**src/rtl/blksvc_pkg.sv**
```systemverilog
`timescale 1ns/1ps
package blksvc_pkg;
  typedef enum logic [2:0] {
    A_CTRL  = 3'd0,
    A_OLEN  = 3'd1,
    A_ILEN  = 3'd2,
    A_FLAGS = 3'd3,
    A_IRQEN = 3'd4,
    A_TXD   = 3'd5,
    A_RXD   = 3'd6,
    A_LVL   = 3'd7
  } reg_addr_e;

  localparam int NFLAG  = 4;
  localparam int F_OBLK = 0;
  localparam int F_IBLK = 1;
  localparam int F_OMAX = 2;
  localparam int F_IMAX = 3;
endpackage

```
**src/rtl/blksvc_fifo.sv**
```systemverilog
`timescale 1ns/1ps
module blksvc_fifo #(
  parameter int DATA_W = 32,
  parameter int DEPTH  = 8,
  parameter int LVL_W  = $clog2(DEPTH + 1)
) (
  input  logic              clk,
  input  logic              rst,
  input  logic              push,
  input  logic [DATA_W-1:0] wdata,
  input  logic              pop,
  output logic [DATA_W-1:0] rdata,
  output logic              full,
  output logic              empty,
  output logic [LVL_W-1:0]  level
);
  localparam int AW = $clog2(DEPTH);

  logic [DATA_W-1:0] mem [DEPTH];
  logic [AW-1:0]     wp, rp;
  logic [LVL_W-1:0]  cnt;
  logic              do_push, do_pop;

  assign full    = (cnt == LVL_W'(DEPTH));
  assign empty   = (cnt == '0);
  assign do_push = push & ~full;
  assign do_pop  = pop & ~empty;

  // storage without reset so it maps onto RAM
  always_ff @(posedge clk) begin
    if (do_push) mem[wp] <= wdata;
  end

  always_ff @(posedge clk) begin
    if (rst) begin
      wp  <= '0;
      rp  <= '0;
      cnt <= '0;
    end else begin
      if (do_push) wp <= wp + 1'b1;
      if (do_pop)  rp <= rp + 1'b1;
      cnt <= cnt + LVL_W'(do_push) - LVL_W'(do_pop);
    end
  end

  assign rdata = mem[rp];
  assign level = cnt;
endmodule

```
**src/rtl/blksvc_dir.sv**
```systemverilog
`timescale 1ns/1ps
// One transfer direction: block grants and terminal count.
module blksvc_dir #(
  parameter int CNT_W = 16,
  parameter int LVL_W = 4,
  parameter int BLK   = 4
) (
  input  logic             clk,
  input  logic             rst,
  input  logic             restart,
  input  logic [CNT_W-1:0] len,
  input  logic             gate,
  input  logic             svc_flag,
  input  logic [LVL_W-1:0] avail,
  input  logic             sw_xfer,
  input  logic             line_xfer,
  output logic             svc_set,
  output logic             max_set
);
  logic [CNT_W-1:0] total_q, sw_q, owed_q, line_q;
  logic [CNT_W-1:0] rem, need;

  assign rem  = total_q - sw_q;
  assign need = (rem < CNT_W'(BLK)) ? rem : CNT_W'(BLK);

  // a new block is offered only once the previous one is acked and moved
  assign svc_set = gate && !svc_flag && (owed_q == '0) && (rem != '0) &&
                   (CNT_W'(avail) >= need);
  assign max_set = line_xfer && (total_q != '0) && (line_q != total_q) &&
                   ((line_q + 1'b1) == total_q);

  always_ff @(posedge clk) begin
    if (rst) begin
      total_q <= '0;
      sw_q    <= '0;
      owed_q  <= '0;
      line_q  <= '0;
    end else if (restart) begin
      total_q <= len;
      sw_q    <= '0;
      owed_q  <= '0;
      line_q  <= '0;
    end else begin
      if (sw_xfer && sw_q != total_q) sw_q <= sw_q + 1'b1;
      if (svc_set)
        owed_q <= need - CNT_W'(sw_xfer);
      else if (sw_xfer && owed_q != '0)
        owed_q <= owed_q - 1'b1;
      if (line_xfer && line_q != total_q) line_q <= line_q + 1'b1;
    end
  end
endmodule

```
**src/rtl/blksvc_top.sv**
```systemverilog
`timescale 1ns/1ps
module blksvc_top
  import blksvc_pkg::*;
#(
  parameter int DATA_W = 32,
  parameter int DEPTH  = 8,
  parameter int BLK    = 4,
  parameter int CNT_W  = 16
) (
  input  logic              clk,
  input  logic              rst,
  input  logic              reg_wr,
  input  logic              reg_rd,
  input  logic [2:0]        reg_addr,
  input  logic [DATA_W-1:0] reg_wdata,
  output logic [DATA_W-1:0] reg_rdata,
  output logic              line_run,
  input  logic              tx_pop,
  output logic              tx_ready,
  output logic [DATA_W-1:0] tx_word,
  input  logic              rx_push,
  input  logic [DATA_W-1:0] rx_word,
  output logic              rx_room,
  output logic              irq
);
  localparam int LVL_W = $clog2(DEPTH + 1);

  reg_addr_e         addr;
  logic              run_q, irq_q;
  logic [NFLAG-1:0]  flag_q, flag_d, en_q, en_d, set_vec;
  logic              wr_ctrl, wr_olen, wr_ilen, wr_flags, wr_en, wr_tx, rd_rx;
  logic              tx_full, tx_empty, rx_full, rx_empty;
  logic [LVL_W-1:0]  tx_level, rx_level, out_avail;
  logic [DATA_W-1:0] rx_head;
  logic              tx_take, rx_take, rx_pull;
  logic              o_svc, o_max, i_svc, i_max;

  assign addr     = reg_addr_e'(reg_addr);
  assign wr_ctrl  = reg_wr && addr == A_CTRL;
  assign wr_olen  = reg_wr && addr == A_OLEN && !run_q;
  assign wr_ilen  = reg_wr && addr == A_ILEN && !run_q;
  assign wr_flags = reg_wr && addr == A_FLAGS;
  assign wr_en    = reg_wr && addr == A_IRQEN;
  assign wr_tx    = reg_wr && addr == A_TXD;
  assign rd_rx    = reg_rd && addr == A_RXD;

  assign tx_ready = run_q & ~tx_empty;
  assign tx_take  = tx_pop & tx_ready;
  assign rx_room  = ~rx_full;
  assign rx_take  = rx_push & rx_room;
  assign rx_pull  = rd_rx & ~rx_empty;

  blksvc_fifo #(.DATA_W(DATA_W), .DEPTH(DEPTH), .LVL_W(LVL_W)) tx_fifo_i (
    .clk(clk), .rst(rst), .push(wr_tx), .wdata(reg_wdata), .pop(tx_take),
    .rdata(tx_word), .full(tx_full), .empty(tx_empty), .level(tx_level));

  blksvc_fifo #(.DATA_W(DATA_W), .DEPTH(DEPTH), .LVL_W(LVL_W)) rx_fifo_i (
    .clk(clk), .rst(rst), .push(rx_take), .wdata(rx_word), .pop(rx_pull),
    .rdata(rx_head), .full(rx_full), .empty(rx_empty), .level(rx_level));

  assign out_avail = LVL_W'(DEPTH) - tx_level;

  blksvc_dir #(.CNT_W(CNT_W), .LVL_W(LVL_W), .BLK(BLK)) out_dir_i (
    .clk(clk), .rst(rst), .restart(wr_olen), .len(reg_wdata[CNT_W-1:0]),
    .gate(run_q), .svc_flag(flag_q[F_OBLK]), .avail(out_avail),
    .sw_xfer(wr_tx & ~tx_full), .line_xfer(tx_take),
    .svc_set(o_svc), .max_set(o_max));

  blksvc_dir #(.CNT_W(CNT_W), .LVL_W(LVL_W), .BLK(BLK)) in_dir_i (
    .clk(clk), .rst(rst), .restart(wr_ilen), .len(reg_wdata[CNT_W-1:0]),
    .gate(1'b1), .svc_flag(flag_q[F_IBLK]), .avail(rx_level),
    .sw_xfer(rx_pull), .line_xfer(rx_take),
    .svc_set(i_svc), .max_set(i_max));

  always_comb begin
    set_vec         = '0;
    set_vec[F_OBLK] = o_svc;
    set_vec[F_IBLK] = i_svc;
    set_vec[F_OMAX] = o_max;
    set_vec[F_IMAX] = i_max;
    en_d   = wr_en ? reg_wdata[NFLAG-1:0] : en_q;
    flag_d = wr_flags ? (flag_q & ~reg_wdata[NFLAG-1:0]) : flag_q;
    flag_d = flag_d | set_vec;   // a new event wins over a same-cycle ack
  end

  always_ff @(posedge clk) begin
    if (rst) begin
      run_q     <= 1'b0;
      flag_q    <= '0;
      en_q      <= '0;
      irq_q     <= 1'b0;
      reg_rdata <= '0;
    end else begin
      if (wr_ctrl) run_q <= reg_wdata[0];
      flag_q <= flag_d;
      en_q   <= en_d;
      irq_q  <= |(flag_d & en_d);
      if (reg_rd) begin
        case (addr)
          A_CTRL:  reg_rdata <= DATA_W'(run_q);
          A_FLAGS: reg_rdata <= DATA_W'(flag_q);
          A_IRQEN: reg_rdata <= DATA_W'(en_q);
          A_RXD:   reg_rdata <= rx_head;
          A_LVL:   reg_rdata <= (DATA_W'(rx_level) << 8) | DATA_W'(tx_level);
          default: reg_rdata <= '0;
        endcase
      end
    end
  end

  assign line_run = run_q;
  assign irq      = irq_q;
endmodule

```
**config.mk**
```make
export PLATFORM = sky130hd
export DESIGN_NAME = blksvc_top
export DESIGN_NICKNAME = d
export VERILOG_FILES = /design/src/rtl/blksvc_pkg.sv /design/src/rtl/blksvc_fifo.sv /design/src/rtl/blksvc_dir.sv /design/src/rtl/blksvc_top.sv
export SDC_FILE = /design/constraint.sdc
export NUM_CORES = 1
export LEC_CHECK = 0
export ABC_AREA = 0
export ABC_CLOCK_PERIOD_IN_PS = 5210
export BUFFER_PORTS_ARGS = -buffer_cell sky130_fd_sc_hd__buf_2
export CELL_PAD_IN_SITES_DETAIL_PLACEMENT = 0
export CELL_PAD_IN_SITES_GLOBAL_PLACEMENT = 1
export CORE_MARGIN = 1.5
export CORE_UTILIZATION = 47
export CTS_CLUSTER_DIAMETER = 50
export DETAILED_ROUTE_END_ITERATION = 8
export GPL_TIMING_DRIVEN = 0
export PLACE_DENSITY_LB_ADDON = 0.1
export SLEW_MARGIN = 0
export SYNTH_ARGS = -nofsm -noshare
export SYNTH_HDL_FRONTEND = slang
export SYNTH_SLANG_ARGS = --single-unit
```
**constraint.sdc**
```tcl
create_clock -name clk -period 5.21 [get_ports clk]
set_input_delay 0.521 -clock clk [delete_from_list [all_inputs] [get_ports clk]]
set_output_delay 0.521 -clock clk [all_outputs]
set_load 0.03 [all_outputs]
```
==> results.sh, run 1 <==
export IMPL_status="finished clean"
export IMPL_slew_headroom_pct=6.21
export IMPL_cap_violations=0
export IMPL_antenna_found_initial=10
export IMPL_timing_final_crit_share_pct=96.2
export IMPL_grt_pass1_vias=19900
export IMPL_ant_nets=0
export IMPL_whs_path_depth=1
export IMPL_async_flop_share_pct=0
export IMPL_leakage_nw=12.5
export IMPL_cts_sinks=708
export IMPL_drcViolationCount=0
export IMPL_drt_iter0_drc=1404
export IMPL_cp_end_kind="flop"
export IMPL_grt_pass1_wl_mm=117
export IMPL_critPathMaxFanout=10
export IMPL_die_h_um=260
export IMPL_final_cell_area_um2=36800
export IMPL_core_rowCount=94
export IMPL_pin_count=141
export IMPL_drtPass1Iterations=7
export IMPL_p_total_mw=13.9
export IMPL_fin_nets=2708
export IMPL_synthesis_instances=2276
export IMPL_routedWlPerCell_um=22.0
export IMPL_root_buffer="clkbuf_16"
export IMPL_port_buffers=139
export IMPL_min_path_type="in -> reg"
export IMPL_cpPeakStageDelay_ps=520
export IMPL_synth_main_ff_cell="edfxtp_1"
export IMPL_timing_critical_path_mode_cell="a21o_1"
export IMPL_dp_final_hpwl_mm=54.8
export IMPL_critPathLaunch="out_dir_i.total_q[4]"
export IMPL_place_area_um2=33600
export IMPL_ys_types=78
export IMPL_grt_max_degree=21
export IMPL_postSynthAreaPerCell_um2=13.7
export IMPL_area_delta_synth_final_pct=18.1
export IMPL_timing_rr_start="out_dir_i.total_q[4]"
export IMPL_rr_worst_depth=19
export IMPL_num_vias=19800
export IMPL_crit_type="reg -> reg"
export IMPL_initial_core_util_pct=47.4
export IMPL_rsz0062_at_grt="true"
export IMPL_crit_path_top_delay_cell="or4_4"
export IMPL_cts_buffer_depth=3
export IMPL_cp_cell_sequence="ha_2 -> a21o_1 -> a221oi_4 -> o21ai_2 -> a2111o_1 -> o21ai_1 -> xor2_1 -> and4_4 -> nand2_1 -> ha_1 -> a21o_1 -> a21o_1 -> a21oi_1 -> or4_4 -> or3b_4 -> nor3b_4 -> buf_12 -> o21ai_2 -> a221oi_2"
export IMPL_cp_arrival_ps=5560
export IMPL_die_w_um=260
export IMPL_die_area_um2=67800
export IMPL_wirelength_mm=77.4
export IMPL_setup_worst_path_start_class="flop"
export IMPL_drive_gt1_share_pct=23.0
export IMPL_synth_edff_count=512
export IMPL_overflow=0
export IMPL_p_per_area_nw_per_um2=379
export IMPL_clk_latency_ps=660
export IMPL_endpoint="out_dir_i.owed_q[15]"
export IMPL_cp_required_ps=5760
export IMPL_cts_buffers=87
export IMPL_synth_seq_cells=708
export IMPL_period_minus_slack_ps=5010
export IMPL_gp_congestion=0.851
export IMPL_cts_tree="done"
export IMPL_htreeDepth=3
export IMPL_track_usage_pct=22.9
export IMPL_final_hold_violation_count=0
export IMPL_max_freq_mhz=200
export IMPL_syn_cell_area_um2=31100
export IMPL_via_per_inst=5.64
export IMPL_ff2ff_setup_slack_ps=200
export IMPL_finClkSkew_ps=56.1
export IMPL_ys_warnings_count=0
export IMPL_holdWs_ps=134
export IMPL_drv_slew=0
export IMPL_clkTransAtPathRegs_ps=60
export IMPL_ctsHoldBuffers=0
export IMPL_core_um2=65600
export IMPL_reg2reg_to="out_dir_i.owed_q[15]"
export IMPL_vdd_drop_max_mv=0.345
export IMPL_ys_seq_area_share_pct=62.0
export IMPL_biggestRegsByFlops="rx_fifo_i.mem x256, tx_fifo_i.mem x256, reg_rdata x32"
export IMPL_setup_violations=0
export IMPL_worst_slew_pin_slew_ps=1400
-- worst min path at each step --
| stage | end | from |
|---|---|---|
| finish | rx_fifo_i.mem[3][1] | rx_word[1] |
| detailed placement | in_dir_i.owed_q[9] | in_dir_i.owed_q[9] |
| floorplan | in_dir_i.owed_q[0] | in_dir_i.owed_q[0] |
| global route | rx_fifo_i.mem[0][4] | rx_word[4] |
| CTS | rx_fifo_i.mem[7][1] | rx_word[1] |
| global placement | in_dir_i.owed_q[0] | in_dir_i.owed_q[0] |
-- critical path: cells and delay by family, from the launching register on --
kind            cells  cell delay, ps
compound gates     10            1830
simple gates        5            1560
fa+ha+maj           2             700
flops               1             480
xor+xnor            1             200
buf+inv             1             150
-- timing repair --
item	4_1_cts	5_1_grt
pin swaps	5	9
setup buffers	7	6
setup endpoints to repair	30	30
gates resized for setup	22	22
-- stage by stage --
step / worst slack [ps] / utilization (%) / std cells / setup TNS (ps)
floorplan: 222 / - / 2277 / 0
global placement: -3810 / 50.2 / 3280 / -741750
detailed placement: -967 / 51.2 / 3331 / -14330
CTS: 7.01 / 55.8 / 3499 / 0
global route: -58.1 / 56.0 / 3508 / -68.6
finish: 201 / 56.0 / 3510 / 0
-- Yosys cell counts, drive strengths merged, types with 16 or more instances --
cell      n  area share (%)
a21oi   102             1.6
a22oi    35            0.84
buf      23            0.28
clkbuf   82            0.99
dfxtp   196              13
edfxtp  512              49
ha       66             2.7
inv      73            0.88
mux2     61             2.2
mux2i    25            0.80
mux4    128             9.3
nand2   177             2.1
nand2b   17            0.34
nand3    41            0.66
nand4    25            0.50
nor2    182             2.2
nor3     46            0.76
nor4     27            0.54
o21a     16            0.39
o21ai    63             1.0
or3      24            0.49
xnor2    80             2.3
xor2     51             1.4
-- report_power, final --
group          switching (mW)  leakage (nW)  internal (mW)
clock                    2.48          1.40           3.48
sequential              0.131          6.21           6.24
combinational           0.956          4.93          0.646
-- final cells by class --
| type | count | area (µm²) |
|---|---|---|
| Buffer | 100 | 377 |
| Multi-Input combinational cell | 1390 | 11400 |
| Antenna cell | 6 | 15.0 |
| Fill cell | 5403 | 28900 |
| Timing Repair Buffer | 204 | 1380 |
| Clock inverter | 62 | 663 |
| Tap cell | 864 | 1080 |
| Clock buffer | 102 | 2250 |
| Sequential cell | 708 | 19300 |
| Inverter | 74 | 278 |
-- layer usage --
layer,up-vias,global-route usage (%),part of all wire (%)
met5,-,0,0.041
met4,6,6.95,2.6
met3,123,3.76,4.8
met2,457,37.9,48
met1,9955,31.1,45
li1,9265,-,-
-- cell usage in the layout, fill, tap and decap left out, types with 9 or more instances in the layout --
cell type	Yosys	routed
o211ai_1	13	13
nor3_2	1	9
buf_2	1	141
o21ai_0	62	59
nand2_1	176	175
inv_1	73	72
inv_6	0	13
mux2i_1	25	25
nor3_1	45	36
mux2_2	61	61
o21a_1	16	16
ha_1	66	64
a211oi_1	13	11
nor2_1	182	177
nand2b_1	17	17
clkbuf_16	0	87
or2_2	10	10
xnor2_1	80	80
a22oi_1	35	35
xor2_1	51	51
edfxtp_1	512	512
buf_4	0	29
buf_1	22	22
mux4_2	128	128
nor2b_1	12	12
a31oi_1	15	14
clkinv_1	1	16
clkbuf_1	82	90
nor4_1	27	25
and3_1	14	14
buf_6	0	26
nand3_1	41	41
a21o_1	15	15
or3_1	23	22
nand4_1	25	25
a21oi_1	102	97
dfxtp_1	196	193
-- cells by family after synthesis --
group                    after synthesis  share of synthesized area, %
AO/OA/AOI/OAI                        342                          7.15
XOR/XNOR                             131                          3.68
adder cells (fa/ha/maj)               70                          2.91
buffers and inverters                179                          2.16
flip-flops                           708                          62.0
multiplexers                         214                          12.3
other                                  1                        0.0120
AND/OR/NAND/NOR                      631                          9.84
Note: power is estimated with default switching activity, not from simulation.
==> inputs of run 2 (changes only) <==
- BUFFER_PORTS_ARGS: -buffer_cell sky130_fd_sc_hd__buf_2 -> -buffer_cell sky130_fd_sc_hd__clkbuf_2
==> run 2 against run 1 <==
Effect of this change: critical path depth grew 5; die area is the same; fmax grew 0.71%; clock-buffer cell count grew 5; via count grew 0.25%; sequential power is essentially flat; critical path type unchanged.
==> results.sh, run 2 (synthesized netlist as in run 1, its figures left out) <==
export IMPL_status="finished clean"
export IMPL_final_fill_count=5352
export IMPL_finClkSkew_ps=23.3
export IMPL_die_w_um=260
export IMPL_via_per_inst=5.67
export IMPL_ff2ff_setup_slack_ps=240
export IMPL_whs_path_depth=1
export IMPL_die_h_um=260
export IMPL_biggestRegsByFlops="rx_fifo_i.mem x256, tx_fifo_i.mem x256, reg_rdata x32"
export IMPL_cp_top_family="compound AO/OA/AOI/OAI gates"
export IMPL_timing_final_crit_share_pct=95.5
export IMPL_worst_slew_pin_slew_ps=1380
export IMPL_setup_worst_path_start_class="flop"
export IMPL_antenna_found_initial=5
export IMPL_routedWlPerCell_um=22.0
export IMPL_drtPass1Iterations=5
export IMPL_core_um2=65600
export IMPL_drv_slew=0
export IMPL_setup_ws_ps=236
export IMPL_grt_pass1_wl_mm=117
export IMPL_layout_common_cells="512 x edfxtp_1, 193 x dfxtp_1, 177 x nor2_1"
export IMPL_regArea_um2=19300
export IMPL_critPathMaxFanout=7
export IMPL_cp_arrival_ps=5500
export IMPL_gp_congestion=0.846
export IMPL_cap_violations=0
export IMPL_period_minus_slack_ps=4970
export IMPL_setup_violations=0
export IMPL_place_area_um2=33600
export IMPL_rr_worst_depth=24
export IMPL_core_rowCount=94
export IMPL_min_path_type="in -> reg"
export IMPL_wirelength_mm=77.1
export IMPL_p_per_area_nw_per_um2=380
export IMPL_timing_critical_path_mode_cell="inv_1"
export IMPL_htreeDepth=3
export IMPL_drive_gt1_share_pct=23.3
export IMPL_final_hold_violation_count=0
export IMPL_reg2reg_to="in_dir_i.owed_q[11]"
export IMPL_cts_buffers=85
export IMPL_track_usage_pct=22.9
export IMPL_drcViolationCount=0
export IMPL_cts_buffer_depth=3
export IMPL_cp_cell_sequence="inv_1 -> ha_1 -> inv_1 -> fa_2 -> a21oi_2 -> o211ai_1 -> a31o_2 -> xor2_1 -> nor4b_2 -> nand4b_1 -> or3_4 -> or2_2 -> inv_1 -> ha_1 -> nand2b_1 -> a21o_1 -> a21o_1 -> a21oi_4 -> nor3_4 -> nand3b_1 -> buf_4 -> a211oi_1 -> o21a_1 -> o21a_1"
export IMPL_num_vias=19900
export IMPL_multiInputGateArea_um2=11500
export IMPL_grt_max_degree=19
export IMPL_overflow=0
export IMPL_cts_tree="done"
export IMPL_slew_headroom_pct=7.48
export IMPL_clkTransAtPathRegs_ps=60
export IMPL_cpPeakStageDelay_ps=410
export IMPL_min_from="rx_word[30]"
export IMPL_cp_required_ps=5730
export IMPL_timing_rr_start="in_dir_i.total_q[0]"
export IMPL_cp_end_kind="flop"
export IMPL_clk_latency_ps=640
export IMPL_max_freq_mhz=201
export IMPL_tns_ps=0
export IMPL_dp_final_hpwl_mm=54.4
export IMPL_final_common_cell="edfxtp_1"
export IMPL_crit_path_top_delay_cell="or3_4"
export IMPL_vdd_drop_max_mv=0.313
export IMPL_drt_iter0_drc=1257
export IMPL_area_delta_synth_final_pct=18.2
export IMPL_crit_type="reg -> reg"
export IMPL_place_inst=3333
export IMPL_leakage_nw=12.5
export IMPL_port_buffers=139
export IMPL_hold_path_endpoint="rx_fifo_i.mem[2][30]"
export IMPL_cts_sinks=708
export IMPL_ant_nets=0
export IMPL_die_area_um2=67800
export IMPL_root_buffer="clkbuf_16"
export IMPL_initial_core_util_pct=47.4
export IMPL_grt_pass1_vias=20000
export IMPL_fin_nets=2707
export IMPL_critPathBufInv=4
export IMPL_place_ws_ps=-1040
export IMPL_final_cells=3502
export IMPL_final_cell_area_um2=36800
export IMPL_pin_count=141
==> run 2: changes by cell type in the layout (fill, tap and decap cells not counted), moves of 3 or more <==
cell / delta
clkinv_1: -10
buf_2: -139
inv_8: -3
buf_6: +3
diode_2: -3
bufinv_16: +3
clkinvlp_4: +6
clkbuf_2: +139
inv_6: -5
==> run 2: how the worst max path moves through the flow <==
stage / to / cells after the start / start / slack, ps
floorplan: in_dir_i.owed_q[12] / 24 / in_dir_i.sw_q[0] / 220
global placement: tx_fifo_i.mem[2][21] / 5 / reg_addr[0] / -3690
detailed placement: in_dir_i.owed_q[12] / 25 / in_dir_i.total_q[0] / -1040
CTS: out_dir_i.owed_q[15] / 20 / out_dir_i.total_q[4] / 0.8
global route: in_dir_i.owed_q[11] / 24 / in_dir_i.total_q[0] / -3
finish: in_dir_i.owed_q[11] / 24 / in_dir_i.total_q[0] / 240
==> run 2: cell type report <==
type | instances | area share, %
buffer | 98 | 1.00
inverter | 74 | 0.755
antenna | 3 | 0.0204
timing repair buffer | 207 | 3.84
clock inverter | 51 | 1.69
clock buffer | 107 | 6.20
tap | 864 | 2.94
sequential | 708 | 52.4
multi-input combinational | 1390 | 31.1
==> run 2: repair_timing <==
item | 4_1_cts | 5_1_grt
setup endpoints to repair | 30 | 29
resized for setup | 22 | 29
cloned | 0 | 0
pin swaps | 5 | 16
setup buffers | 6 | 8
hold buffers | 0 | 0
==> run 2: power breakdown <==
part           internal (mW)  total [mW]  switching (mW)
clock                   3.60        6.01            2.40
combinational          0.634        1.59           0.956
sequential              6.24        6.37           0.130
==> run 2: worst register-to-register path: cells and delay by family (launching register included) <==
kind                     cells  cell delay (ps)
AO/OA/AOI/OAI                9             1630
XOR/XNOR                     1              150
adder cells (fa/ha/maj)      3              740
buffers and inverters        4              380
flip-flops                   1              390
AND/OR/NAND/NOR              7             1580
==> run 2: layer usage <==
layer | GRT usage, % | vias to the layer above | routed length, µm
met5 | 0 | - | 31
met1 | 31.2 | 9956 | 34400
met2 | 38.0 | 498 | 37000
met3 | 3.44 | 130 | 3780
li1 | - | 9268 | -
met4 | 6.76 | 4 | 1920
==> run 2: metrics by stage <==
stage               hold WS (ps)  utilization (%)  power (mW)
global placement             459             50.2        7.92
floorplan                    446                -        7.47
detailed placement           467             51.2        7.97
CTS                          129             55.8        14.1
global route                 147             56.1        14.5
finish                       159             56.1        14.0
